<file path="config.mk">
export PLATFORM = sky130hd
export DESIGN_NAME = mt_issue_sched
export DESIGN_NICKNAME = d
export VERILOG_FILES = /design/src/rtl/mt_sched_pkg.sv /design/src/rtl/mt_thread_fsm.sv /design/src/rtl/mt_rr_pick.sv /design/src/rtl/mt_prio_pick.sv /design/src/rtl/mt_issue_sched.sv
export SDC_FILE = /design/constraint.sdc
export NUM_CORES = 1
export LEC_CHECK = 0
export BUFFER_PORTS_ARGS = -buffer_cell sky130_fd_sc_hd__buf_2
export CAP_MARGIN = 20
export CORE_ASPECT_RATIO = 2
export CORE_MARGIN = 4
export CORE_UTILIZATION = 43
export DETAILED_ROUTE_END_ITERATION = 10
export HOLD_SLACK_MARGIN = 0.05
export PLACE_DENSITY = 0.72
export RECOVER_POWER = 100
export SETUP_SLACK_MARGIN = 0.02
export SYNTH_ARGS = -nofsm -noshare
export SYNTH_HDL_FRONTEND = slang
export SYNTH_SLANG_ARGS = --single-unit
export TNS_END_PERCENT = 50
</file>
<file path="constraint.sdc">
create_clock -name clk -period 15.5 [get_ports clk]
set_input_delay 3.1 -clock clk [delete_from_list [all_inputs] [get_ports clk]]
set_output_delay 3.1 -clock clk [all_outputs]
set_load 0.02 [all_outputs]
</file>
<file path="src/rtl/mt_sched_pkg.sv">
package mt_sched_pkg;

    typedef enum logic [1:0] {
        TS_READY = 2'd0,
        TS_WAIT  = 2'd1,
        TS_SPEC  = 2'd2,
        TS_HOLD  = 2'd3
    } thr_st_e;

endpackage

</file>
<file path="src/rtl/mt_thread_fsm.sv">
module mt_thread_fsm
    import mt_sched_pkg::*;
(
    input  logic    clk,
    input  logic    rst_n,
    input  logic    scout_en,
    input  logic    ld_miss,
    input  logic    blk_evt,
    input  logic    miss_done,
    output thr_st_e st_o,
    output logic    rb_o
);

    typedef struct packed {
        thr_st_e st;
    } fsm_t;

    fsm_t cur_q, nxt_d;
    logic rb_d;

    always_comb begin
        nxt_d = cur_q;
        rb_d  = 1'b0;
        unique case (cur_q.st)
            TS_READY: begin
                if (blk_evt) begin
                    nxt_d.st = TS_WAIT;
                end else if (ld_miss) begin
                    nxt_d.st = scout_en ? TS_SPEC : TS_WAIT;
                end
            end
            TS_WAIT: begin
                if (miss_done) nxt_d.st = TS_READY;
            end
            TS_SPEC: begin
                if (miss_done) begin
                    nxt_d.st = TS_READY;
                end else if (ld_miss) begin
                    nxt_d.st = TS_HOLD;
                    rb_d     = 1'b1;
                end else if (blk_evt) begin
                    nxt_d.st = TS_HOLD;
                end
            end
            TS_HOLD: begin
                if (miss_done) nxt_d.st = TS_READY;
            end
            default: nxt_d.st = TS_READY;
        endcase
    end

    always_ff @(posedge clk or negedge rst_n) begin
        if (!rst_n) cur_q <= '{st: TS_READY};
        else        cur_q <= nxt_d;
    end

    assign st_o = cur_q.st;
    assign rb_o = rb_d;

endmodule

</file>
<file path="src/rtl/mt_rr_pick.sv">
module mt_rr_pick #(
    parameter int N  = 4,
    parameter int TW = 2
) (
    input  logic [N-1:0]  req,
    input  logic [TW-1:0] last,
    output logic          found,
    output logic [TW-1:0] idx
);

    always_comb begin
        found = 1'b0;
        idx   = '0;
        for (int k = 1; k <= N; k++) begin
            int j;
            j = int'(last) + k;
            if (j >= N) j = j - N;
            if (!found && req[j]) begin
                found = 1'b1;
                idx   = TW'(j);
            end
        end
    end

endmodule

</file>
<file path="src/rtl/mt_prio_pick.sv">
module mt_prio_pick #(
    parameter int N  = 4,
    parameter int TW = 2,
    parameter int PW = 2
) (
    input  logic [N-1:0]    req,
    input  logic [N*PW-1:0] prio,
    output logic            found,
    output logic [TW-1:0]   idx
);

    logic [PW-1:0] best;

    always_comb begin
        found = 1'b0;
        idx   = '0;
        best  = '0;
        for (int i = 0; i < N; i++) begin
            if (req[i] && (!found || prio[i*PW +: PW] > best)) begin
                found = 1'b1;
                idx   = TW'(i);
                best  = prio[i*PW +: PW];
            end
        end
    end

endmodule

</file>
<file path="src/rtl/mt_issue_sched.sv">
module mt_issue_sched
    import mt_sched_pkg::*;
#(
    parameter int NTHR = 4,
    parameter int PW   = 2,
    localparam int TW  = (NTHR > 1) ? $clog2(NTHR) : 1
) (
    input  logic              clk,
    input  logic              rst_n,
    input  logic [NTHR-1:0]   inst_vld,
    input  logic [NTHR-1:0]   blk_evt,
    input  logic [NTHR-1:0]   ld_miss,
    input  logic [NTHR-1:0]   miss_done,
    input  logic [NTHR*PW-1:0] prio,
    input  logic              pol_long,
    input  logic              scout_en,
    output logic              issue_vld,
    output logic [TW-1:0]     issue_tid,
    output logic [NTHR-1:0]   commit_ok,
    output logic              rb_req,
    output logic [TW-1:0]     rb_tid
);

    typedef struct packed {
        logic [TW-1:0] last;
        logic [TW-1:0] owner;
        logic          own_vld;
        logic          rb;
        logic [TW-1:0] rb_tid;
    } sched_t;

    sched_t  cur_q, nxt_d;

    thr_st_e         st   [NTHR];
    logic [NTHR-1:0] rb_hit;
    logic [NTHR-1:0] elig;
    logic [PW-1:0]   pr   [NTHR];

    genvar g;
    generate
        for (g = 0; g < NTHR; g++) begin : g_thr
            mt_thread_fsm u_fsm (
                .clk       (clk),
                .rst_n     (rst_n),
                .scout_en  (scout_en),
                .ld_miss   (ld_miss[g]),
                .blk_evt   (blk_evt[g]),
                .miss_done (miss_done[g]),
                .st_o      (st[g]),
                .rb_o      (rb_hit[g])
            );
            assign elig[g]      = inst_vld[g] && (st[g] == TS_READY || st[g] == TS_SPEC);
            assign commit_ok[g] = (st[g] == TS_READY) || (st[g] == TS_WAIT);
            assign pr[g]        = prio[g*PW +: PW];
        end
    endgenerate

    logic          rr_found, pp_found;
    logic [TW-1:0] rr_idx,   pp_idx;

    mt_rr_pick #(.N(NTHR), .TW(TW)) u_rr (
        .req   (elig),
        .last  (cur_q.last),
        .found (rr_found),
        .idx   (rr_idx)
    );

    mt_prio_pick #(.N(NTHR), .TW(TW), .PW(PW)) u_pp (
        .req   (elig),
        .prio  (prio),
        .found (pp_found),
        .idx   (pp_idx)
    );

    logic          outranked;
    logic          keep_owner;
    logic          gnt_vld;
    logic [TW-1:0] gnt_tid;

    always_comb begin
        outranked = 1'b0;
        for (int t = 0; t < NTHR; t++) begin
            if (elig[t] && pr[t] > pr[cur_q.owner]) outranked = 1'b1;
        end
        keep_owner = cur_q.own_vld && elig[cur_q.owner] && !outranked;

        if (pol_long) begin
            gnt_vld = keep_owner || pp_found;
            gnt_tid = keep_owner ? cur_q.owner : pp_idx;
        end else begin
            gnt_vld = rr_found;
            gnt_tid = rr_idx;
        end

        nxt_d = cur_q;
        if (gnt_vld) begin
            nxt_d.last    = gnt_tid;
            nxt_d.owner   = gnt_tid;
            nxt_d.own_vld = 1'b1;
        end
        nxt_d.rb     = |rb_hit;
        nxt_d.rb_tid = '0;
        for (int t = NTHR - 1; t >= 0; t--) begin
            if (rb_hit[t]) nxt_d.rb_tid = TW'(t);
        end
    end

    always_ff @(posedge clk or negedge rst_n) begin
        if (!rst_n) begin
            cur_q <= '{last: TW'(NTHR - 1), owner: '0, own_vld: 1'b0,
                       rb: 1'b0, rb_tid: '0};
        end else begin
            cur_q <= nxt_d;
        end
    end

    assign issue_vld = gnt_vld;
    assign issue_tid = gnt_tid;
    assign rb_req    = cur_q.rb;
    assign rb_tid    = cur_q.rb_tid;

endmodule

</file>
Word-level counts from Yosys, hierarchy flattened

Cells that the tools add are included.

Reduce and logical (&&, ||, !) cells: 48
Multiplexer cells: 91
Order comparisons: 17
Add/subtract/negate cells: 8
Bitwise operators: 1
Equal/unequal tests: 24

Operator list:

| operator              | count |
|---|---|
| $ge 32x4->1 const B   | 4 |
| $lt 32x4->1 const B   | 4 |
| $mux 32               | 4 |
| $sub 32x4->32 const B | 4 |
| $mux 2                | 42 |
| $mux 1                | 35 |
| $pmux 2 s3            | 4 |
| $eq 2x2->1 const B    | 8 |
| $logic_and 1x1->1     | 16 |
| $ne 4x4->1 const B    | 4 |
| $gt 2x2->1            | 7 |
| $logic_or 1x1->1      | 12 |
| $ne 3x3->1 const B    | 4 |
| $reduce_and 3->1      | 4 |
| $bmux 1 s2            | 5 |
| $eq 2x1->1 const B    | 4 |
| $logic_not 2->1       | 4 |
| $ne 2x1->1 const B    | 4 |
| $reduce_or 2->1       | 4 |
| $logic_not 1->1       | 7 |
| $add 2x2->3 const B   | 2 |
| $add 2x3->4 const B   | 1 |
| $bmux 2 s2            | 1 |
| $reduce_or 4->1       | 1 |
| other kinds (4)       | 4 |

Output and inout bits: 10
Register bits after elaboration: 16

Depth between registers and ports, before layout

Gate-level depths: netlist of the first run.

Depth after elaboration: 18
Gate-level depth with buffers: 19
Gate-level depth less buffers: 18

By module

From an unflattened synthesis of the first run, not the netlist that was laid out.

Cells, all modules: 179
Area, all modules: 1597.8 µm²

By module, submodules not included:

| module                             | cells an instance | sequential area each (µm²) | area each (µm²) | times used |
|---|---|---|---|---|
| mt_issue_sched                     | 88                | 202.7                      | 799.5           | 1 |
| mt_prio_pick                       | 37                | 0.0                        | 261.5           | 1 |
| mt_thread_fsm (g_thr[0].u_fsm ...) | 10                | 50.0                       | 120.1           | 2 |
| mt_thread_fsm (g_thr[2].u_fsm ...) | 10                | 50.0                       | 102.6           | 2 |
| mt_rr_pick                         | 14                | 0.0                        | 91.3            | 1 |

Worst setup path after synthesis of the first run

OpenSTA, ideal clock, no wires.

Path kind: input-to-output
From: in inst_vld[0]
To: out issue_tid[0]
Cell stages on the path: 18
Data arrival time: 6449 ps
Buffers on the path: 0
Setup slack: 5951 ps
Cells stage by stage: nor2b_1 > nand2_1 > ha_1 > nor2b_1 > o311ai_2 > mux2_2 > ha_1 > nor2b_1 > o211ai_1 > o21ai_1 > nor2_1 > a21oi_1 > ha_1 > nor2b_1 > o211ai_1 > o221ai_1 > o31ai_1 > a31oi_1

Word-level cells in the longest chain between the ends: 16

RTL lines:

| item                                          | RTL line             | source |
|---|---|---|
| start: declaration                            | mt_issue_sched.sv:10 | `input logic [NTHR-1:0] inst_vld,` |
| $logic_and 1x1->1 *                           | mt_issue_sched.sv:52 | `assign elig[g] = inst_vld[g] && (st[g] == TS_READY \|\| st[g] == TS_SPEC);` |
| $mux 2 or $mux 1 (tied branches)              | mt_prio_pick.sv:19   | `if (req[i] && (!found \|\| prio[i*PW +: PW] > best)) begin` |
| $gt 2x2->1 or $logic_not 1->1 (tied branches) | mt_prio_pick.sv:19   |  |
| $logic_or 1x1->1                              | mt_prio_pick.sv:19   |  |
| $logic_and 1x1->1                             | mt_prio_pick.sv:19   |  |
| $mux 2 or $mux 1 (tied branches)              | mt_prio_pick.sv:19   |  |
| $gt 2x2->1 or $logic_not 1->1 (tied branches) | mt_prio_pick.sv:19   |  |
| $logic_or 1x1->1                              | mt_prio_pick.sv:19   |  |
| $logic_and 1x1->1                             | mt_prio_pick.sv:19   |  |
| $mux 2 or $mux 1 (tied branches)              | mt_prio_pick.sv:19   |  |
| $gt 2x2->1 or $logic_not 1->1 (tied branches) | mt_prio_pick.sv:19   |  |
| $logic_or 1x1->1                              | mt_prio_pick.sv:19   |  |
| $logic_and 1x1->1                             | mt_prio_pick.sv:19   |  |
| $mux 2                                        | mt_prio_pick.sv:19   |  |
| $mux 2                                        | mt_issue_sched.sv:89 | `gnt_tid = keep_owner ? cur_q.owner : pp_idx;` |
| $mux 2 *                                      | mt_issue_sched.sv:87 | `if (pol_long) begin` |
| end: declaration                              | mt_issue_sched.sv:18 | `output logic [TW-1:0] issue_tid,` |

Every way passes the cells marked *; elsewhere a longest branch is shown, timed or not. The select of a mux whose other input is x is not followed.

Worst setup path after layout of the first run

Same ends and word-level chain as after synthesis.

==> out/qor.json, run 1 <==
{
  "worst-endpoint-required": {"value": 12400, "unit": "ps"},
  "dp_worst_setup_slack": {"value": 5412, "unit": "ps"},
  "synth_cell_type_count": {"value": 48},
  "area_growth": {"value": 13.58, "unit": "%"},
  "htree_num_levels": {"value": 1},
  "drt_first_pass_iters": {"value": 4},
  "fp-row-count": {"value": 30},
  "drc": {"value": 0},
  "avgViaCountPerCell": {"value": 5.720},
  "grt_util_met2": {"value": 35.59, "unit": "%"},
  "clock_root_buffer": {"value": "sky130_fd_sc_hd__clkbuf_8"},
  "grt.overflow.total": {"value": 0},
  "height_of_the_die": {"value": 92.61, "unit": "um"},
  "cp_data_arrival_time": {"value": 7430, "unit": "ps"},
  "cp.buffers_inverters": {"value": 2},
  "netlist_area": {"value": 1539, "unit": "um2"},
  "wl": {"value": 3.942, "unit": "mm"},
  "final_util": {"value": 51.17, "unit": "%"},
  "clock_latency_late_sink": {"value": 240, "unit": "ps"},
  "die-width": {"value": 50.30, "unit": "um"},
  "timing.critical_path.fanout_max": {"value": 4},
  "cts_buffer_depth": {"value": 2},
  "outcome": {"value": "complete, no violations"},
  "cp_slowest_stage_delay": {"value": 640, "unit": "ps"},
  "die_area": {"value": 4658, "unit": "um2"},
  "overall_track_demand_over_capacity_in_global_routing": {"value": 18.16, "unit": "%"},
  "fin_ws": {"value": 4972, "unit": "ps"},
  "count_of_antenna_violating_nets_left_after_detailed_routing": {"value": 0},
  "mostFrequentLayoutCell": {"value": "sky130_fd_sc_hd__buf_2"},
  "endpoint_kind": {"value": "output port"},
  "final_hold_viol_count": {"value": 0},
  "synth-seq-cells": {"value": 16},
  "cts_repair_resize_count": {"value": 0},
  "synth_flop_cell": {"value": "sky130_fd_sc_hd__dfrtp_1"},
  "timing.max_slew.rel_slack": {"value": 43.77, "unit": "%"},
  "critical_path.slowest_cell": {"value": "sky130_fd_sc_hd__o311ai_0"},
  "layout_worst_path_cycle_share": {"value": 67.92, "unit": "%"},
  "family_of_cells_with_the_greatest_summed_delay_on_the_critical_path": {"value": "compound AO/OA/AOI/OAI gates"},
  "finalCriticalPeriod": {"value": 10530, "unit": "ps"},
  "clock_sinks": {"value": 16},
  "cts_inserted_buffers": {"value": 3},
  "detailedPlacementHpwl": {"value": 3.406, "unit": "mm"},
  "synth-warning-count": {"value": 0},
  "commonest_non_fill_non_tap_cells_in_the_layout": {"value": "23 x sky130_fd_sc_hd__buf_2, 16 x sky130_fd_sc_hd__nand2_1, 15 x sky130_fd_sc_hd__clkbuf_1"},
  "power_per_cell_area": {"value": 123.8, "unit": "nW/um2"},
  "setup_skew": {"value": 5.581, "unit": "ps"},
  "worst_slew_pin_slew": {"value": 843.4, "unit": "ps"},
  "post-cts-setup-buffers": {"value": 0},
  "synth_sequential_area_ratio": {"value": 26.18, "unit": "%"},
  "synth_enable_flop_cells": {"value": 0},
  "fraction_of_final_layout_cells_with_drive_strength_greater_than_1": {"value": 17.84, "unit": "%"},
  "ioPinCount": {"value": 38},
  "finalMaxSlewViolations": {"value": 0},
  "min-delay-path-class": {"value": "flop to flop"},
  "rsz0062_at_grt": {"value": "no"},
  "reg2reg_slack": {"value": 10870, "unit": "ps"},
  "finish.net_count": {"value": 256},
  "crit_path_cell_trace": {"value": "clkbuf_1, nor2b_1, nand2_1, ha_1, nor2b_1, o311ai_0, mux2_1, ha_1, nor2b_1, o211ai_1, o21ai_0, nor2_1, a21oi_1, ha_1, nor2b_1, o211ai_1, o221ai_1, o31ai_1, a31oi_1, clkbuf_1"},
  "tritoncts": {"value": "yes"},
  "seq_area": {"value": 402.9, "unit": "um2"},
  "cts_hold_buffers": {"value": 0},
  "coreArea": {"value": 3416, "unit": "um2"},
  "critPathKind": {"value": "input pin to output port"},
  "maxClockFrequency": {"value": 0.09499, "unit": "GHz"},
  "buffer_ports.inserted": {"value": 37},
  "n_antenna_cell": {"value": 0},
  "synth_fp_nets": {"value": 223},
  "fin_tns_setup": {"value": 0, "unit": "ps"},
  "timing.final.setup_violations": {"value": 0},
  "grt_util_met3": {"value": 2.093, "unit": "%"},
  "total_leakage_power": {"value": 0.7711, "unit": "nW"},
  "power.ir.vdd_worst": {"value": 0.00007110, "unit": "V"},
  "via_count": {"value": 1493},
  "antenna_found_initial": {"value": 0},
  "drt-wirelength-per-cell": {"value": 15.10, "unit": "um"},
  "multi_input_gate_area": {"value": 1020, "unit": "um2"},
  "effective_utilization_at_floorplan": {"value": 45.05, "unit": "%"},
  "netlist_instances": {"value": 181},
  "max_cap_viol_count": {"value": 0},
  "first_pass_grt_wire_length": {"value": 6.658, "unit": "mm"},
  "clock_edge_transition_at_the_registers_on_the_reported_setup_and_hold_paths": {"value": 60, "unit": "ps"},
  "use_met1": {"value": 17.17, "unit": "%"},
  "setup.worst_path.start_class": {"value": "input pin"},
  "detail_route.iter0.violations": {"value": 47},
  "ys_async_sr_fraction": {"value": 100.0, "unit": "%"},
  "hold_slack": {"value": 514.0, "unit": "ps"},
  "gpl.final_weighted_congestion": {"value": 0.9100},
  "critical_path.most_common_cell": {"value": "sky130_fd_sc_hd__nor2b_1"},
  "grt_pass1_vias": {"value": 1521},
  "maximum_number_of_pins_on_one_net_before_global_route_repair": {"value": 17},
  "busiest_layer": {"value": "met2"},
  "synth.avg_cell_area": {"value": 8.503, "unit": "um2"},
  "fillcell_total": {"value": 365}
}
cell families after synthesis:
group	share of synthesized area, %
AOI/OAI and AO/OA	23.58
DFF	26.18
muxes	4.390
and+or+nand+nor	27.40
buffers and inverters	7.073
adders and majority gates	11.38
worst paths after layout:
| kind | from | to | cells after the start |
|---|---|---|---|
| worst max register to register | g_thr[0].u_fsm.st_o[0] | cur_q[4] | 18 |
| worst min register to register | cur_q[3] | cur_q[3] | 1 |
| max in group asynchronous | rst_n | cur_q[5] | 1 |
| worst max-delay path | inst_vld[0] | issue_tid[0] | 20 |
| worst min-delay path | cur_q[3] | cur_q[3] | 1 |
| min in group asynchronous | rst_n | g_thr[3].u_fsm.st_o[1] | 1 |
power by group:
| group | switching (mW) | leakage, nW | internal [mW] | total [mW] |
|---|---|---|---|---|
| combinational | 0.0642 | 0.554 | 0.0522 | 0.116 |
| clock | 0.0132 | 0.0228 | 0.0182 | 0.0314 |
| sequential | 0.0165 | 0.194 | 0.0522 | 0.0687 |
| total | 0.0939 | 0.771 | 0.123 | 0.216 |
through the flow:
stage	power, mW	instance area [um2]	cells
2_1_floorplan	0.1584	1539	181
3_3_place_gp	0.1859	1728	257
3_5_place_dp	0.1879	1728	257
4_1_cts	0.2196	1773	261
5_1_grt	0.2376	1748	261
6_report	0.2164	1748	261
flip-flops by register name, indices dropped and copies added (netlist names):
signal / flops
rb_tid: 2
rb_req: 1
g_thr.u_fsm.st_o: 8
cur_q: 5
final cells by class:
class	count	share of cell area, %
Multi-Input combinational cell	142	58.34
Clock buffer	4	2.577
Timing Repair Buffer	37	9.592
Sequential cell	16	23.05
Tap cell	48	3.436
Inverter	14	3.006
per-layer routing:
metal  up-vias  routed length [um]
li1        734                   -
met1       711                1387
met2        38                2235
met3        10                 146
met4         0                 172
met5         -                   0
synthesized netlist by cell type (all sizes together) (3+ instances only):
library cell / instances / area (um2)
ha: 14 / 175.2
and3: 3 / 18.77
nor4b: 4 / 35.03
nor2: 11 / 41.29
o21ai: 9 / 45.04
nand3: 7 / 47.55
inv: 14 / 52.55
or4: 3 / 26.27
o211ai: 10 / 75.07
o311ai: 3 / 33.79
nand4: 4 / 25.02
buf: 7 / 48.79
a21oi: 10 / 50.05
nor3: 4 / 20.02
nand2b: 5 / 31.28
nor2b: 13 / 83.83
dfrtp: 14 / 350.3
o21a: 4 / 30.03
nand2: 16 / 60.06
worst register-to-register path: stages, from the launching register on:
cell and delay [ps]:
sky130_fd_sc_hd__dfrtp_1 440, sky130_fd_sc_hd__nor2b_1 250, sky130_fd_sc_hd__nand2_1 110, sky130_fd_sc_hd__ha_1 290
sky130_fd_sc_hd__nor2b_1 130, sky130_fd_sc_hd__o311ai_0 640, sky130_fd_sc_hd__mux2_1 420, sky130_fd_sc_hd__ha_1 300
sky130_fd_sc_hd__nor2b_1 140, sky130_fd_sc_hd__o211ai_1 200, sky130_fd_sc_hd__o21ai_0 210, sky130_fd_sc_hd__nor2_1 130
sky130_fd_sc_hd__a21oi_1 60, sky130_fd_sc_hd__ha_1 300, sky130_fd_sc_hd__nor2b_1 130, sky130_fd_sc_hd__o211ai_1 200
sky130_fd_sc_hd__o221ai_1 210, sky130_fd_sc_hd__o311ai_0 180, sky130_fd_sc_hd__nand4_1 140
Note: power is estimated with default switching activity, not from simulation.
==> inputs of run 2 (changes only) <==
--- a/config.mk
+++ b/config.mk
@@ -5,6 +5,7 @@
 export SDC_FILE = /design/constraint.sdc
 export NUM_CORES = 1
 export LEC_CHECK = 0
+export ABC_AREA = 1
 export BUFFER_PORTS_ARGS = -buffer_cell sky130_fd_sc_hd__buf_2
 export CAP_MARGIN = 20
 export CORE_ASPECT_RATIO = 2
@@ -12,7 +13,7 @@
 export CORE_UTILIZATION = 43
 export DETAILED_ROUTE_END_ITERATION = 10
 export HOLD_SLACK_MARGIN = 0.05
-export PLACE_DENSITY = 0.72
+export PLACE_DENSITY = 0.71
 export RECOVER_POWER = 100
 export SETUP_SLACK_MARGIN = 0.02
 export SYNTH_ARGS = -nofsm -noshare
==> constraint.sdc (replaced) <==
create_clock -name clk -period 10.75 [get_ports clk]
set_input_delay 2.15 -clock clk [delete_from_list [all_inputs] [get_ports clk]]
set_output_delay 2.15 -clock clk [all_outputs]
set_load 0.02 [all_outputs]
==> run 2 against run 1 <==
Compared with the run above:
- clock skew is essentially flat
- sequential power grew 73%
- die area grew 10%
- largest cell class unchanged
- largest power group unchanged
- highest routed layer unchanged
==> out/qor.json, run 2 <==
{
  "outcome": {"value": "complete, no violations"},
  "ioPinCount": {"value": 38},
  "synth_fp_nets": {"value": 308},
  "cts_repair_resize_count": {"value": 0},
  "commonest_non_fill_non_tap_cells_in_the_layout": {"value": "56 x sky130_fd_sc_hd__nand2_1, 39 x sky130_fd_sc_hd__inv_1, 33 x sky130_fd_sc_hd__nand3_1"},
  "most_frequently_used_cell_type_in_the_post_synthesis_netlist": {"value": "sky130_fd_sc_hd__nand2_1"},
  "power_per_cell_area": {"value": 285.1, "unit": "nW/um2"},
  "synth_flop_cell": {"value": "sky130_fd_sc_hd__dfrtp_1"},
  "synth_cell_type_count": {"value": 29},
  "clockPowerShare": {"value": 9.3, "unit": "%"},
  "final_hold_viol_count": {"value": 0},
  "detail_route.iter0.violations": {"value": 43},
  "setup_skew": {"value": 5.939, "unit": "ps"},
  "overall_track_demand_over_capacity_in_global_routing": {"value": 17.81, "unit": "%"},
  "height_of_the_die": {"value": 97.36, "unit": "um"},
  "stdcell_count": {"value": 355},
  "tritoncts": {"value": "yes"},
  "wl": {"value": 4.293, "unit": "mm"},
  "synth.largest_area_cell": {"value": "sky130_fd_sc_hd__dfrtp_1"},
  "total_switching_power": {"value": 303.4, "unit": "uW"},
  "cp_slowest_stage_delay": {"value": 300, "unit": "ps"},
  "layout_worst_path_cycle_share": {"value": 73.64, "unit": "%"},
  "timing.critical_path.fanout_max": {"value": 6},
  "n_antenna_cell": {"value": 0},
  "fillcell_total": {"value": 436},
  "critPathKind": {"value": "input pin to output port"},
  "maximum_number_of_pins_on_one_net_before_global_route_repair": {"value": 17},
  "htree_num_levels": {"value": 1},
  "synth_top_area_share": {"value": 20.41, "unit": "%"},
  "die-width": {"value": 52.68, "unit": "um"},
  "post_synth_main_area_contributors": {"value": "sky130_fd_sc_hd__dfrtp_1 20%, sky130_fd_sc_hd__nand2_1 12%, sky130_fd_sc_hd__ha_1 10%, sky130_fd_sc_hd__nand3_1 9.6%, sky130_fd_sc_hd__inv_1 8.5%"},
  "power.ir.vdd_worst": {"value": 0.0001831, "unit": "V"},
  "worst-endpoint-required": {"value": 8600, "unit": "ps"},
  "dp_cells": {"value": 351},
  "seq_power_share": {"value": 21.4, "unit": "%"},
  "critical_path.most_common_cell": {"value": "sky130_fd_sc_hd__nand2_1"},
  "gpl.final_weighted_congestion": {"value": 0.8789},
  "netlist_area": {"value": 1717, "unit": "um2"},
  "synth_sequential_area_ratio": {"value": 23.47, "unit": "%"},
  "cts_hold_buffers": {"value": 0},
  "drc": {"value": 0},
  "effective_utilization_at_floorplan": {"value": 44.66, "unit": "%"},
  "mostFrequentLayoutCell": {"value": "sky130_fd_sc_hd__nand2_1"},
  "clock_latency_late_sink": {"value": 240, "unit": "ps"},
  "internal_power": {"value": 254.9, "unit": "uW"},
  "synth_enable_flop_cells": {"value": 0},
  "critical_path.slowest_cell": {"value": "sky130_fd_sc_hd__ha_1"},
  "seq_area": {"value": 402.9, "unit": "um2"},
  "area_growth": {"value": 14.07, "unit": "%"},
  "endpoint_kind": {"value": "output port"},
  "synth_commonest_cells": {"value": "55 x sky130_fd_sc_hd__nand2_1, 39 x sky130_fd_sc_hd__inv_1, 33 x sky130_fd_sc_hd__nand3_1"},
  "drt_first_pass_iters": {"value": 4},
  "cp_data_arrival_time": {"value": 5770, "unit": "ps"},
  "drt-wirelength-per-cell": {"value": 12.09, "unit": "um"},
  "die_area": {"value": 5128, "unit": "um2"},
  "grt.overflow.total": {"value": 0},
  "multi_input_gate_area": {"value": 1090, "unit": "um2"},
  "grt_pass1_vias": {"value": 1716},
  "min-delay-path-class": {"value": "flop to flop"},
  "clock_edge_transition_at_the_registers_on_the_reported_setup_and_hold_paths": {"value": 60, "unit": "ps"},
  "maxClockFrequency": {"value": 0.1263, "unit": "GHz"},
  "via_count": {"value": 1826},
  "netlist_instances": {"value": 266},
  "timing.final.setup_violations": {"value": 0},
  "total_leakage_power": {"value": 1.087, "unit": "nW"},
  "count_of_antenna_violating_nets_left_after_detailed_routing": {"value": 0},
  "finish.net_count": {"value": 347},
  "clock_sinks": {"value": 16},
  "max_cap_viol_count": {"value": 0},
  "setup.worst_path.start_class": {"value": "input pin"},
  "cts_inserted_buffers": {"value": 3},
  "hold_slack": {"value": 524.0, "unit": "ps"},
  "fin_tns_setup": {"value": 0, "unit": "ps"},
  "first_pass_grt_wire_length": {"value": 7.210, "unit": "mm"},
  "finalMaxSlewViolations": {"value": 0},
  "avgViaCountPerCell": {"value": 5.144},
  "antenna_found_initial": {"value": 0},
  "power_switching_share": {"value": 54.35, "unit": "%"},
  "synth.avg_cell_area": {"value": 6.454, "unit": "um2"},
  "cts_buffer_depth": {"value": 2},
  "flip_flop_count_of_the_largest_register_after_layout": {"value": 8},
  "finalCriticalPeriod": {"value": 7917, "unit": "ps"},
  "coreArea": {"value": 3844, "unit": "um2"},
  "synth-seq-cells": {"value": 16},
  "ys_async_sr_fraction": {"value": 100.0, "unit": "%"},
  "clock_root_buffer": {"value": "sky130_fd_sc_hd__clkbuf_8"},
  "fp-row-count": {"value": 32},
  "buffer_ports.inserted": {"value": 37},
  "timing.max_slew.rel_slack": {"value": 42.82, "unit": "%"},
  "pwr-share-comb": {"value": 69.3, "unit": "%"},
  "post-cts-setup-buffers": {"value": 0},
  "detailedPlacementHpwl": {"value": 3.742, "unit": "mm"},
  "fraction_of_final_layout_cells_with_drive_strength_greater_than_1": {"value": 17.76, "unit": "%"},
  "rsz0062_at_grt": {"value": "no"},
  "worst_slew_pin_slew": {"value": 857.7, "unit": "ps"},
  "synth-warning-count": {"value": 0}
}
[run 2: cell types whose count changed after synthesis, moves of 5 or more]
cell                       delta
sky130_fd_sc_hd__nand3_1     +27
sky130_fd_sc_hd__inv_1       +26
sky130_fd_sc_hd__inv_2        +5
sky130_fd_sc_hd__nor2b_1     -12
sky130_fd_sc_hd__nor2_1      +17
sky130_fd_sc_hd__o21ai_0      +8
sky130_fd_sc_hd__nand2b_1     -5
sky130_fd_sc_hd__nand2_2     +10
sky130_fd_sc_hd__nand2_1     +39
sky130_fd_sc_hd__o211ai_1    -10
[run 2: cell type report]
class	instances	area share [%]
multi-input cells	201	55.66
clock buffers	4	2.811
repair buffers	37	8.498
inverters	46	9.201
well taps	51	3.259
flip-flops and latches	16	20.58
[run 2: stage by stage]
| stage | cell area (um2) | utilization, % | setup slack, ps | total power [mW] |
|---|---|---|---|---|
| 2_1_floorplan | 1717 | - | 3748 | 0.4282 |
| 3_5_place_dp | 1939 | 50.46 | 3195 | 0.5177 |
| 3_3_place_gp | 1939 | 50.46 | 3287 | 0.5142 |
| 6_report | 1958 | 50.94 | 2833 | 0.5583 |
| 5_1_grt | 1958 | 50.94 | 2369 | 0.6271 |
| 4_1_cts | 1994 | 51.89 | 3184 | 0.5720 |
[run 2: worst max-delay path: cells and delay by family]
kind / cells / cell delay, ps
simple gates: 12 / 1060
buf+inv: 7 / 770
fa+ha+maj: 3 / 890
compound gates: 6 / 910
[run 2: cells by family (layout without fill, tap and decap cells)]
family	count (synthesis)	in the layout	synth area share, %
and+or+nand+nor	143	143	38.85
buffers and inverters	49	87	12.03
AOI/OAI and AO/OA	43	43	14.87
DFF	16	16	23.47
adders and majority gates	14	14	10.20
muxes	1	1	0.5831
[run 2: power groups by stage]
| stage | sequential [mW] | combinational [mW] | clock (mW) |
|---|---|---|---|
| final | 0.119 | 0.387 | 0.0518 |
| after global routing | 0.123 | 0.448 | 0.0559 |
| after CTS | 0.119 | 0.400 | 0.0535 |
| after detailed placement | 0.120 | 0.398 | 0 |
| after global placement | 0.120 | 0.394 | 0 |
| after floorplan | 0.110 | 0.318 | 0 |
[run 2: path summary, 6_finish.rpt]
| kind | depth (start not counted) | slack, ps | endpoint | startpoint |
|---|---|---|---|---|
| worst max register to register | 28 | 6850 | cur_q[5] | g_thr[0].u_fsm.st_o[0] |
| worst min-delay path | 1 | 520 | cur_q[3] | cur_q[3] |
| worst max-delay path | 28 | 2830 | issue_tid[1] | inst_vld[0] |
| worst min register to register | 1 | 520 | cur_q[3] | cur_q[3] |
| max in group asynchronous | 1 | 8230 | cur_q[4] | rst_n |
| min in group asynchronous | 1 | 1990 | g_thr[3].u_fsm.st_o[0] | rst_n |
[run 2: per-layer routing]
layer / vias up / track usage, % / routed length [um]
li1: 949 / - / -
met1: 819 / 18.71 / 1560
met2: 50 / 34.10 / 2387
met3: 8 / 1.997 / 238
met4: 0 / 5.709 / 107
met5: - / 0 / 0
